### src/rtl/dbgsp_pkg.sv
package dbgsp_pkg;
  localparam int BYTE_W = 8;
  localparam int WORD_W = 16;
  localparam int LANES  = WORD_W / BYTE_W;
  localparam int CMD_WR  = 7;
  localparam int CMD_WD  = 6;
  localparam int CMD_IRQ = 5;

  typedef enum logic [2:0] {
    ST_CMD, ST_ADH, ST_ADL, ST_WDAT, ST_ACC, ST_RD
  } dbgsp_state_t;
endpackage

### src/rtl/dbgsp_edge.sv
module dbgsp_edge #(
  parameter int SYNC = 2
) (
  input  logic clk,
  input  logic rst,
  input  logic sclk_raw,
  input  logic sdi_raw,
  output logic rise,
  output logic sdi_s
);
  logic [SYNC:0]   clk_pipe;
  logic [SYNC-1:0] sdi_pipe;

  always_ff @(posedge clk) begin
    if (rst) begin
      clk_pipe <= '0;
      sdi_pipe <= '0;
    end else begin
      clk_pipe <= {clk_pipe[SYNC-1:0], sclk_raw};
      sdi_pipe <= {sdi_pipe[SYNC-2:0], sdi_raw};
    end
  end

  assign rise  = clk_pipe[SYNC-1] & ~clk_pipe[SYNC];
  assign sdi_s = sdi_pipe[SYNC-1];
endmodule

### src/rtl/dbgsp_rx.sv
module dbgsp_rx
  import dbgsp_pkg::*;
(
  input  logic              clk,
  input  logic              rst,
  input  logic              shift_en,
  input  logic              bit_in,
  output logic              byte_done,
  output logic [BYTE_W-1:0] byte_val
);
  localparam int CW = $clog2(BYTE_W);

  logic [BYTE_W-1:0] sh;
  logic [CW-1:0]     cnt;

  always_ff @(posedge clk) begin
    if (rst) begin
      sh  <= '0;
      cnt <= '0;
    end else if (shift_en) begin
      sh  <= {sh[BYTE_W-2:0], bit_in};
      cnt <= cnt + 1'b1;
    end
  end

  assign byte_done = shift_en && (cnt == CW'(BYTE_W - 1));
  assign byte_val  = {sh[BYTE_W-2:0], bit_in};
endmodule

### src/rtl/dbgsp_tx.sv
module dbgsp_tx
  import dbgsp_pkg::*;
(
  input  logic              clk,
  input  logic              rst,
  input  logic              load,
  input  logic [WORD_W-1:0] load_val,
  input  logic              shift_en,
  output logic              sdo
);
  logic [WORD_W-1:0] sh;

  always_ff @(posedge clk) begin
    if (rst) begin
      sh  <= '0;
      sdo <= 1'b0;
    end else if (load) begin
      sh <= load_val;
    end else if (shift_en) begin
      sdo <= sh[WORD_W-1];
      sh  <= {sh[WORD_W-2:0], 1'b0};
    end
  end
endmodule

### src/rtl/dbgsp_ctrl.sv
module dbgsp_ctrl
  import dbgsp_pkg::*;
#(
  parameter int ADDR_W    = 16,
  parameter int MEM_BYTES = 3072
) (
  input  logic              clk,
  input  logic              rst,
  input  logic              rise,
  input  logic              rx_done,
  input  logic [BYTE_W-1:0] rx_byte,
  output logic              rx_en,
  output logic              tx_en,
  output logic              tx_load,
  output logic [WORD_W-1:0] tx_val,
  output logic              req_valid,
  input  logic              req_ready,
  output logic [ADDR_W-1:0] addr,
  output logic              we,
  output logic [LANES-1:0]  be,
  output logic [WORD_W-1:0] wdata,
  input  logic [WORD_W-1:0] rdata,
  output logic              busy_n,
  output logic              irq
);
  localparam logic [ADDR_W-1:0] LIMIT = ADDR_W'(MEM_BYTES);
  localparam int RCW = $clog2(WORD_W + 1);

  dbgsp_state_t      st;
  logic              c_wr, c_wd;
  logic [ADDR_W-1:0] addr_q;
  logic [WORD_W-1:0] wdat_q;
  logic              second;
  logic [RCW-1:0]    rd_left;
  logic              irq_q;
  logic              in_range, done;
  logic [WORD_W-1:0] rd_word;
  logic [BYTE_W-1:0] rd_lane;

  assign in_range = addr_q < LIMIT;
  assign done     = (st == ST_ACC) && (!in_range || req_ready);
  assign rx_en    = rise && (st == ST_CMD || st == ST_ADH || st == ST_ADL || st == ST_WDAT);
  assign tx_en    = rise && (st == ST_RD);
  assign rd_word  = in_range ? rdata : '0;
  assign rd_lane  = addr_q[0] ? rd_word[WORD_W-1:BYTE_W] : rd_word[BYTE_W-1:0];
  assign tx_load  = done && !c_wr;
  assign tx_val   = c_wd ? rd_word : {rd_lane, {BYTE_W{1'b0}}};

  always_ff @(posedge clk) begin
    if (rst) begin
      st      <= ST_CMD;
      c_wr    <= 1'b0;
      c_wd    <= 1'b0;
      addr_q  <= '0;
      wdat_q  <= '0;
      second  <= 1'b0;
      rd_left <= '0;
      irq_q   <= 1'b0;
    end else begin
      irq_q <= 1'b0;
      unique case (st)
        ST_CMD: if (rx_done) begin
          c_wr  <= rx_byte[CMD_WR];
          c_wd  <= rx_byte[CMD_WD];
          irq_q <= rx_byte[CMD_IRQ];
          st    <= ST_ADH;
        end
        ST_ADH: if (rx_done) begin
          addr_q[ADDR_W-1:BYTE_W] <= rx_byte[ADDR_W-BYTE_W-1:0];
          st <= ST_ADL;
        end
        ST_ADL: if (rx_done) begin
          addr_q[BYTE_W-1:0] <= rx_byte;
          second <= 1'b0;
          st <= c_wr ? ST_WDAT : ST_ACC;
        end
        ST_WDAT: if (rx_done) begin
          if (c_wd && !second) begin
            wdat_q[WORD_W-1:BYTE_W] <= rx_byte;
            second <= 1'b1;
          end else begin
            if (c_wd) wdat_q[BYTE_W-1:0] <= rx_byte;
            else      wdat_q <= {rx_byte, rx_byte};
            st <= ST_ACC;
          end
        end
        ST_ACC: if (done) begin
          st      <= c_wr ? ST_CMD : ST_RD;
          rd_left <= c_wd ? RCW'(WORD_W) : RCW'(BYTE_W);
        end
        ST_RD: if (tx_en) begin
          rd_left <= rd_left - 1'b1;
          if (rd_left == RCW'(1)) st <= ST_CMD;
        end
        default: st <= ST_CMD;
      endcase
    end
  end

  assign req_valid = (st == ST_ACC) && in_range;
  assign addr      = addr_q;
  assign we        = c_wr;
  assign be        = c_wd ? 2'b11 : (addr_q[0] ? 2'b10 : 2'b01);
  assign wdata     = wdat_q;
  assign busy_n    = (st != ST_ACC);
  assign irq       = irq_q;
endmodule

### src/rtl/dbg_serial_port.sv
module dbg_serial_port
  import dbgsp_pkg::*;
#(
  parameter int ADDR_W      = 16,
  parameter int MEM_BYTES   = 3072,
  parameter int SYNC_STAGES = 2
) (
  input  logic              clk,
  input  logic              rst,
  input  logic              ser_clk,
  input  logic              ser_din,
  output logic              ser_dout,
  output logic              busy_n,
  output logic              irq_req,
  output logic              mem_req_valid,
  input  logic              mem_req_ready,
  output logic [ADDR_W-1:0] mem_addr,
  output logic              mem_we,
  output logic [LANES-1:0]  mem_be,
  output logic [WORD_W-1:0] mem_wdata,
  input  logic [WORD_W-1:0] mem_rdata
);
  logic              rise, sdi_s, rx_en, rx_done, tx_en, tx_load;
  logic [BYTE_W-1:0] rx_byte;
  logic [WORD_W-1:0] tx_val;

  dbgsp_edge #(.SYNC(SYNC_STAGES)) edge_i (
    .clk(clk), .rst(rst), .sclk_raw(ser_clk), .sdi_raw(ser_din),
    .rise(rise), .sdi_s(sdi_s)
  );

  dbgsp_rx rx_i (
    .clk(clk), .rst(rst), .shift_en(rx_en), .bit_in(sdi_s),
    .byte_done(rx_done), .byte_val(rx_byte)
  );

  dbgsp_tx tx_i (
    .clk(clk), .rst(rst), .load(tx_load), .load_val(tx_val),
    .shift_en(tx_en), .sdo(ser_dout)
  );

  dbgsp_ctrl #(.ADDR_W(ADDR_W), .MEM_BYTES(MEM_BYTES)) ctrl_i (
    .clk(clk), .rst(rst), .rise(rise), .rx_done(rx_done), .rx_byte(rx_byte),
    .rx_en(rx_en), .tx_en(tx_en), .tx_load(tx_load), .tx_val(tx_val),
    .req_valid(mem_req_valid), .req_ready(mem_req_ready), .addr(mem_addr),
    .we(mem_we), .be(mem_be), .wdata(mem_wdata), .rdata(mem_rdata),
    .busy_n(busy_n), .irq(irq_req)
  );
endmodule

### config.mk
export PLATFORM = sky130hd
export DESIGN_NAME = dbg_serial_port
export DESIGN_NICKNAME = d
export VERILOG_FILES = /design/src/rtl/dbgsp_pkg.sv /design/src/rtl/dbgsp_edge.sv /design/src/rtl/dbgsp_rx.sv /design/src/rtl/dbgsp_tx.sv /design/src/rtl/dbgsp_ctrl.sv /design/src/rtl/dbg_serial_port.sv
export SDC_FILE = /design/constraint.sdc
export NUM_CORES = 1
export LEC_CHECK = 0
export ABC_AREA = 1
export BUFFER_PORTS_ARGS = -buffer_cell sky130_fd_sc_hd__buf_2
export CAP_MARGIN = 20
export CORE_MARGIN = 2
export CORE_UTILIZATION = 45
export DETAILED_ROUTE_END_ITERATION = 10
export PLACE_DENSITY = 0.71
export SETUP_SLACK_MARGIN = 0.5
export SYNTH_ARGS = -nofsm -noshare
export SYNTH_HDL_FRONTEND = slang
export SYNTH_SLANG_ARGS = --single-unit
### constraint.sdc
create_clock -name clk -period 1.7 [get_ports clk]
set_input_delay 0.17 -clock clk [delete_from_list [all_inputs] [get_ports clk]]
set_output_delay 0.17 -clock clk [all_outputs]
set_load 0.01 [all_outputs]
==> run_results.csv, run 1 <==
group,metric,value,unit
status,status,"complete, no violations",
timing,rsz0062_at_grt,"true",
yosys,synth_nets,507,
grt,antenna_found_initial,0,
placement,gp_congestion,0.852,
setup_path,crit_type,"register to register",
clock_network,cts_buffers,9,
cells_and_area,diodes,0,
yosys,syn_area,3480,µm²
grt,grt.busiest_layer,"met2",
floorplan,rows,32,
grt,grtUsageMet3,4.77,%
timing,setup_violations,0,
setup_path,cp_max_fo,5,
yosys,ys_types,32,
cells_and_area,final_layout_size_suffix_gt1_share,43.6,%
timing,fmax,664,MHz
timing,min_period_over_period,88.6,%
detailed_routing,vias,3829,
floorplan,die_width,91.9,µm
yosys,synth_warnings,0,
cells_and_area,fin_nets,612,
setup_path,reg2regPathDepth,9,
setup_path,startpoint_type,"register",
cells_and_area,fin_area,5250,µm²
cells_and_area,final_cell_mix,"82 x nand2_1, 61 x nor2_1, 61 x dfxtp_1, 55 x buf_2, 35 x inv_1",
detailed_routing,drt-initial-drc-count,223,
setup_path,r2r_end,"tx_i.sh[1]$_SDFFE_PP0P_",
detailed_routing,ant_nets,0,
setup_path,r2r_slack,190,ps
clock_network,holdBufCountCts,0,
timing,skew,12.0,ps
placement,post_dp_cell_area,3900,µm²
clock_network,clkSinkCount,76,
hold_path,min_to,"edge_i.sdi_pipe[0]$_SDFF_PP0_",
clock_network,clk_latency,350,ps
floorplan,die-area,8450,µm²
grt,grt_max_degree,61,
yosys,yosysSeqAreaShare,43.8,%
cells_and_area,area_delta_synth_final,50.9,%
setup_path,rr_startpoint,"ctrl_i.addr[15]$_SDFFE_PP0P_",
yosys,synth-adder-area-share,1.44,%
timing,hold_viol,0,
detailed_routing,drtPass1Iterations,6,
power_and_ir_drop,leakage,2.38,nW
grt,grt_pass1_vias,3347,
yosys,muxShareOfSynthArea,0,%
yosys,synth_top_family_by_area,"simple AND/OR/NAND/NOR gates",
detailed_routing,wl,11300,µm
setup_path,crit_required,1970,ps
setup_path,cp-end-kind,"register",
grt,grt_overflow_total,0,
clock_network,cts_tree,"done",
hold_path,hold_depth,3,
setup_path,arrival,1780,ps
clock_network,htreeDepth,3,
detailed_routing,vias_per_cell,5.52,
yosys,synth-simple-area-share,33.4,%
cells_and_area,stdcell_count,694,
yosys,syn_avg_cell_area,7.21,µm²
floorplan,ios,60,
floorplan,initial_core_util,45.7,%
timing,slew-limit-headroom,71.4,%
hold_path,hold_path_class,"input pin to register",
grt,use_met2,37.5,%
timing,worst_slew_pin_slew,428,ps
placement,hpwl,5650,µm
hold_path,hp-start,"ser_din",
yosys,synth_compound_area_share,11.7,%
floorplan,core_region_area,7610,µm²
grt,grt_pass1_wl,15600,µm
power_and_ir_drop,pwr_density_cell,763,nW/µm²
timing,timing.setup.tns,0,ps
flow_run,maxCapViolCount,0,
grt,track_usage,22.9,%
yosys,ys_ff_latch,76,
grt,grtUsageMet1,28.4,%
yosys,syn_inst,482,
clock_network,cts-root-buf,"clkbuf_8",
placement,io_buffers,59,
timing,drv_slew,0,
detailed_routing,wl_per_cell,16.2,µm
power_and_ir_drop,total_power,4.00,mW
timing,min_period,1510,ps
power_and_ir_drop,ir_drop,0.435,mV
floorplan,die_height,91.9,µm
yosys,synth_xor_area_share,0.756,%
placement,placed_cells,629,
detailed_routing,drc_errors,0,
cells_and_area,final_common_cell,"nand2_1",
timing,hold_ws,13.6,ps
clock_network,clk_pin_slew_worst_paths,90,ps
clock_network,clockBufferDepth,2,
layer usage:
layer	vias to the layer above	share of wire [%]
li1	1773	-
met1	1796	39
met2	199	50
met3	61	6.9
met4	0	4.9
met5	-	0
per-stage QoR:
step	util (%)	setup slack, ps
after floorplan	-	397
after global placement	51.3	226
after detailed placement	51.3	148
after CTS	61.6	264
after global routing	69.0	123
final	69.0	194
report_power, final:
part	internal, mW	switching, mW	total, mW
clock network	0.844	0.735	1.58
registers	1.82	0.0641	1.88
logic	0.223	0.318	0.542
total	2.89	1.12	4.00
what timing repair did:
action / in CTS / in global routing
cloned: 8 / 2
setup buffers: 24 / 15
pin swaps: 36 / 32
gates resized for setup: 111 / 100
setup endpoints to repair: 65 / 75
flip-flops by register name, summed over array words and instances (netlist names):
| signal | count |
|---|---|
| rx_i.sh | 7 |
| ctrl_i.c_wd | 1 |
| ctrl_i.we | 1 |
| tx_i.sh | 16 |
| ctrl_i.irq | 1 |
| rx_i.cnt | 3 |
| ctrl_i.st | 3 |
| edge_i.sdi_pipe | 2 |
| tx_i.sdo | 1 |
| ctrl_i.wdata | 16 |
| ctrl_i.addr | 16 |
| ctrl_i.rd_left | 5 |
| edge_i.clk_pipe | 3 |
| ctrl_i.second | 1 |
worst max-delay path by stage:
stage,startpoint,to,slack (ps),depth (start not counted)
floorplan,ctrl_i.st[0]$_SDFFE_PP0P_,tx_i.sh[10]$_SDFFE_PP0P_,400,10
global placement,ctrl_i.st[0]$_SDFFE_PP0P_,ctrl_i.wdata[14]$_SDFFE_PP0P_,230,7
detailed placement,ctrl_i.st[0]$_SDFFE_PP0P_,ctrl_i.wdata[12]$_SDFFE_PP0P_,150,7
CTS,ctrl_i.addr[13]$_SDFFE_PP0P_,mem_req_valid,260,4
global route,ctrl_i.addr[15]$_SDFFE_PP0P_,tx_i.sh[1]$_SDFFE_PP0P_,120,9
finish,ctrl_i.addr[15]$_SDFFE_PP0P_,tx_i.sh[1]$_SDFFE_PP0P_,190,9
worst max-delay path: stages (launching register included):
cell and delay [ps]:
dfxtp_4 370, nor2_4 170, buf_4 140, buf_4 110
nand4_1 140, inv_2 130, nand2_1 70, nand2_1 80
nand3_1 80, nor2_1 160
cell usage after synthesis:
cell | number | area [µm²]
nor2_8 | 1 | 20.0
xnor2_1 | 1 | 8.76
a21oi_1 | 22 | 110
o21ai_1 | 10 | 50.1
nor2_1 | 91 | 342
nand3_2 | 3 | 30.0
buf_1 | 1 | 3.75
dfxtp_1 | 76 | 1520
o21ai_0 | 41 | 205
nand4_1 | 11 | 68.8
nand2_2 | 3 | 18.8
o2111ai_1 | 1 | 8.76
nor3_1 | 1 | 5.00
clkbuf_1 | 6 | 22.5
clkinv_2 | 1 | 5.00
buf_2 | 2 | 10.0
a21oi_2 | 2 | 17.5
nand3b_1 | 6 | 45.0
nor2_4 | 4 | 45.0
a21oi_4 | 1 | 16.3
xor2_1 | 2 | 17.5
nand2_4 | 2 | 22.5
buf_6 | 7 | 78.8
inv_2 | 7 | 26.3
nand3_1 | 34 | 170
nand2_1 | 93 | 349
or2_1 | 1 | 6.26
inv_1 | 42 | 158
nand4_2 | 1 | 12.5
buf_4 | 1 | 7.51
ha_1 | 4 | 50.1
nor2_2 | 4 | 25.0
area by class of cell:
| class | instances | area [µm²] |
|---|---|---|
| inverter | 50 | 263 |
| multi-input combinational | 346 | 2280 |
| timing repair inverter | 2 | 12.5 |
| tap | 102 | 128 |
| timing repair buffer | 102 | 782 |
| clock inverter | 6 | 95.1 |
| fill | 550 | 2360 |
| sequential | 76 | 1560 |
| clock buffer | 10 | 128 |
cell families after synthesis:
| group | after synthesis |
|---|---|
| AND/OR/NAND/NOR | 255 |
| XOR/XNOR | 3 |
| buffers and inverters | 67 |
| flip-flops | 76 |
| AO/OA/AOI/OAI | 77 |
| adder cells (fa/ha/maj) | 4 |
Note: power is estimated with default switching activity, not from simulation.
==> inputs of run 2 (changes only) <==
--- a/config.mk
+++ b/config.mk
@@ -11,7 +11,7 @@
 export CORE_MARGIN = 2
 export CORE_UTILIZATION = 45
 export DETAILED_ROUTE_END_ITERATION = 10
-export PLACE_DENSITY = 0.71
+export PLACE_DENSITY = 0.66
 export SETUP_SLACK_MARGIN = 0.5
 export SYNTH_ARGS = -nofsm -noshare
 export SYNTH_HDL_FRONTEND = slang
==> run_results.csv, run 2 (synthesized netlist as in run 1, its figures left out) <==
group,metric,value,unit
setup_path,crit_type,"register to primary output",
cells_and_area,fillers,634,
timing,rsz0062_at_grt,"true",
floorplan,rows,32,
detailed_routing,wl,10100,µm
grt,track_usage,22.7,%
timing,min_period_over_period,85.5,%
cells_and_area,fin_nets,601,
setup_path,cpMostUsedCell,"nor2_4",
clock_network,clockBufferDepth,2,
timing,hold_viol,0,
timing,setup_violations,0,
timing,skew,8.73,ps
cells_and_area,fin_util,65.4,%
setup_path,crit_required,1530,ps
setup_path,arrival,1280,ps
cells_and_area,fin_area,4980,µm²
clock_network,clk_pin_slew_worst_paths,80,ps
clock_network,cts_buffers,9,
placement,io_buffers,59,
timing,worst_slew_pin_slew,483,ps
floorplan,core_region_area,7610,µm²
clock_network,htreeDepth,3,
setup_path,crit_chain,"nor2_4 -> buf_12 -> nand3_2 -> nor2_4 -> buf_6",
clock_network,cts_tree,"done",
detailed_routing,vias,3542,
placement,dp_slack,185,ps
cells_and_area,area_delta_synth_final,43.1,%
power_and_ir_drop,pwr_density_cell,765,nW/µm²
grt,grt_pass1_wl,15300,µm
grt,antenna_found_initial,0,
setup_path,startpoint_type,"register",
floorplan,initial_core_util,45.7,%
timing,fmax,688,MHz
detailed_routing,ant_nets,0,
floorplan,ios,60,
power_and_ir_drop,total_power,3.81,mW
power_and_ir_drop,leakage,2.29,nW
timing,drv_slew,0,
detailed_routing,drtPass1Iterations,4,
setup_path,cp_max_fo,3,
cells_and_area,final_layout_size_suffix_gt1_share,39.6,%
clock_network,holdBufCountCts,0,
detailed_routing,vias_per_cell,5.19,
detailed_routing,drc_errors,0,
timing,setup_ws,247,ps
clock_network,cts-root-buf,"clkbuf_8",
floorplan,die-area,8450,µm²
timing,timing.setup.tns,0,ps
hold_path,hold_path_class,"input pin to register",
setup_path,max_stage_delay,340,ps
clock_network,clk_latency,350,ps
floorplan,die_height,91.9,µm
floorplan,die_width,91.9,µm
detailed_routing,wl_per_cell,14.8,µm
placement,post_dp_cell_area,3900,µm²
placement,gp_congestion,0.855,
placement,hpwl,5830,µm
grt,grt_max_degree,61,
cells_and_area,final_common_cell,"nand2_1",
grt,grt_overflow_total,0,
detailed_routing,drt-initial-drc-count,182,
timing,slew-limit-headroom,67.8,%
cells_and_area,final_cell_mix,"81 x nand2_1, 71 x nor2_1, 62 x dfxtp_1, 56 x buf_2, 33 x inv_1",
flow_run,maxCapViolCount,0,
cells_and_area,diodes,0,
setup_path,crit_slowest_cell,"dfxtp_2",
timing,min_period,1450,ps
setup_path,cp-end-kind,"primary output",
status,status,"complete, no violations",
clock_network,clkSinkCount,76,
power_and_ir_drop,ir_drop,0.512,mV
grt,grt_pass1_vias,3209,
## run 2: cell types whose count changed in the layout (fill, tap and decap cells not counted), moves of 3 or more
cell and delta:
nand2_2 +4, o21ai_4 -6, a21oi_2 -8, nand3_1 -3
nor2_1 +10, nor2_4 -5, buf_4 -9, a21oi_1 +8
nor2_2 -5, o21ai_0 +6
## run 2: routing by layer
| metal | share of wire, % | wire length (µm) | track usage [%] | vias up |
|---|---|---|---|---|
| met5 | 0 | 0 | 0 | - |
| met1 | 44 | 4420 | 29.7 | 1646 |
| met3 | 5.4 | 552 | 4.19 | 19 |
| met4 | 2.0 | 202 | 10.4 | 0 |
| li1 | - | - | - | 1761 |
| met2 | 49 | 4960 | 36.3 | 116 |
## run 2: stage by stage
stage | hold WS, ps | instances
after CTS | 6.76 | 677
after detailed placement | 379 | 629
after global placement | 374 | 629
final | 13.7 | 683
after floorplan | 277 | 482
after global routing | 11.9 | 683
## run 2: critical path: cells and delay by family (launching register included)
family	cells	cell delay, ps
buf+inv	2	230
simple gates	3	350
flops	1	340
## run 2: path summary, 6_finish.rpt
check                                       end  slack [ps]  cells after the start                     startpoint
setup reg to reg        tx_i.sh[3]$_SDFFE_PP0P_         260                      8   ctrl_i.addr[12]$_SDFFE_PP0P_
setup / recovery                  mem_req_valid         250                      5   ctrl_i.addr[15]$_SDFFE_PP0P_
hold reg to reg   edge_i.clk_pipe[1]$_SDFF_PP0_         400                      2  edge_i.clk_pipe[0]$_SDFF_PP0_
hold / removal    edge_i.sdi_pipe[0]$_SDFF_PP0_          10                      3                        ser_din
## run 2: area by class of cell
| type | count | area, µm² | area share (%) |
|---|---|---|---|
| clock buffers | 11 | 141 | 2.84 |
| clock inverters | 5 | 60.1 | 1.21 |
| inverters | 50 | 250 | 5.03 |
| multi-input cells | 345 | 2140 | 42.9 |
| flip-flops and latches | 76 | 1550 | 31.2 |
| well taps | 102 | 128 | 2.56 |
| repair buffers | 93 | 701 | 14.1 |
| repair inverters | 1 | 8.76 | 0.176 |
## run 2: what timing repair did
action | in CTS | in global routing
endpoints found under the hold margin | 0 | 0
cloned | 7 | 0
setup endpoints to repair | 71 | 69
buffers inserted | 25 | 6
gates resized for setup | 103 | 63
pin swaps | 23 | 27
## run 2: power breakdown
group | switching [mW] | leakage (nW) | total (mW) | internal, mW
Clock | 0.701 | 0.0999 | 1.43 | 0.724
Combinational | 0.302 | 1.56 | 0.505 | 0.203
Sequential | 0.0567 | 0.623 | 1.88 | 1.82
Total | 1.06 | 2.29 | 3.81 | 2.75
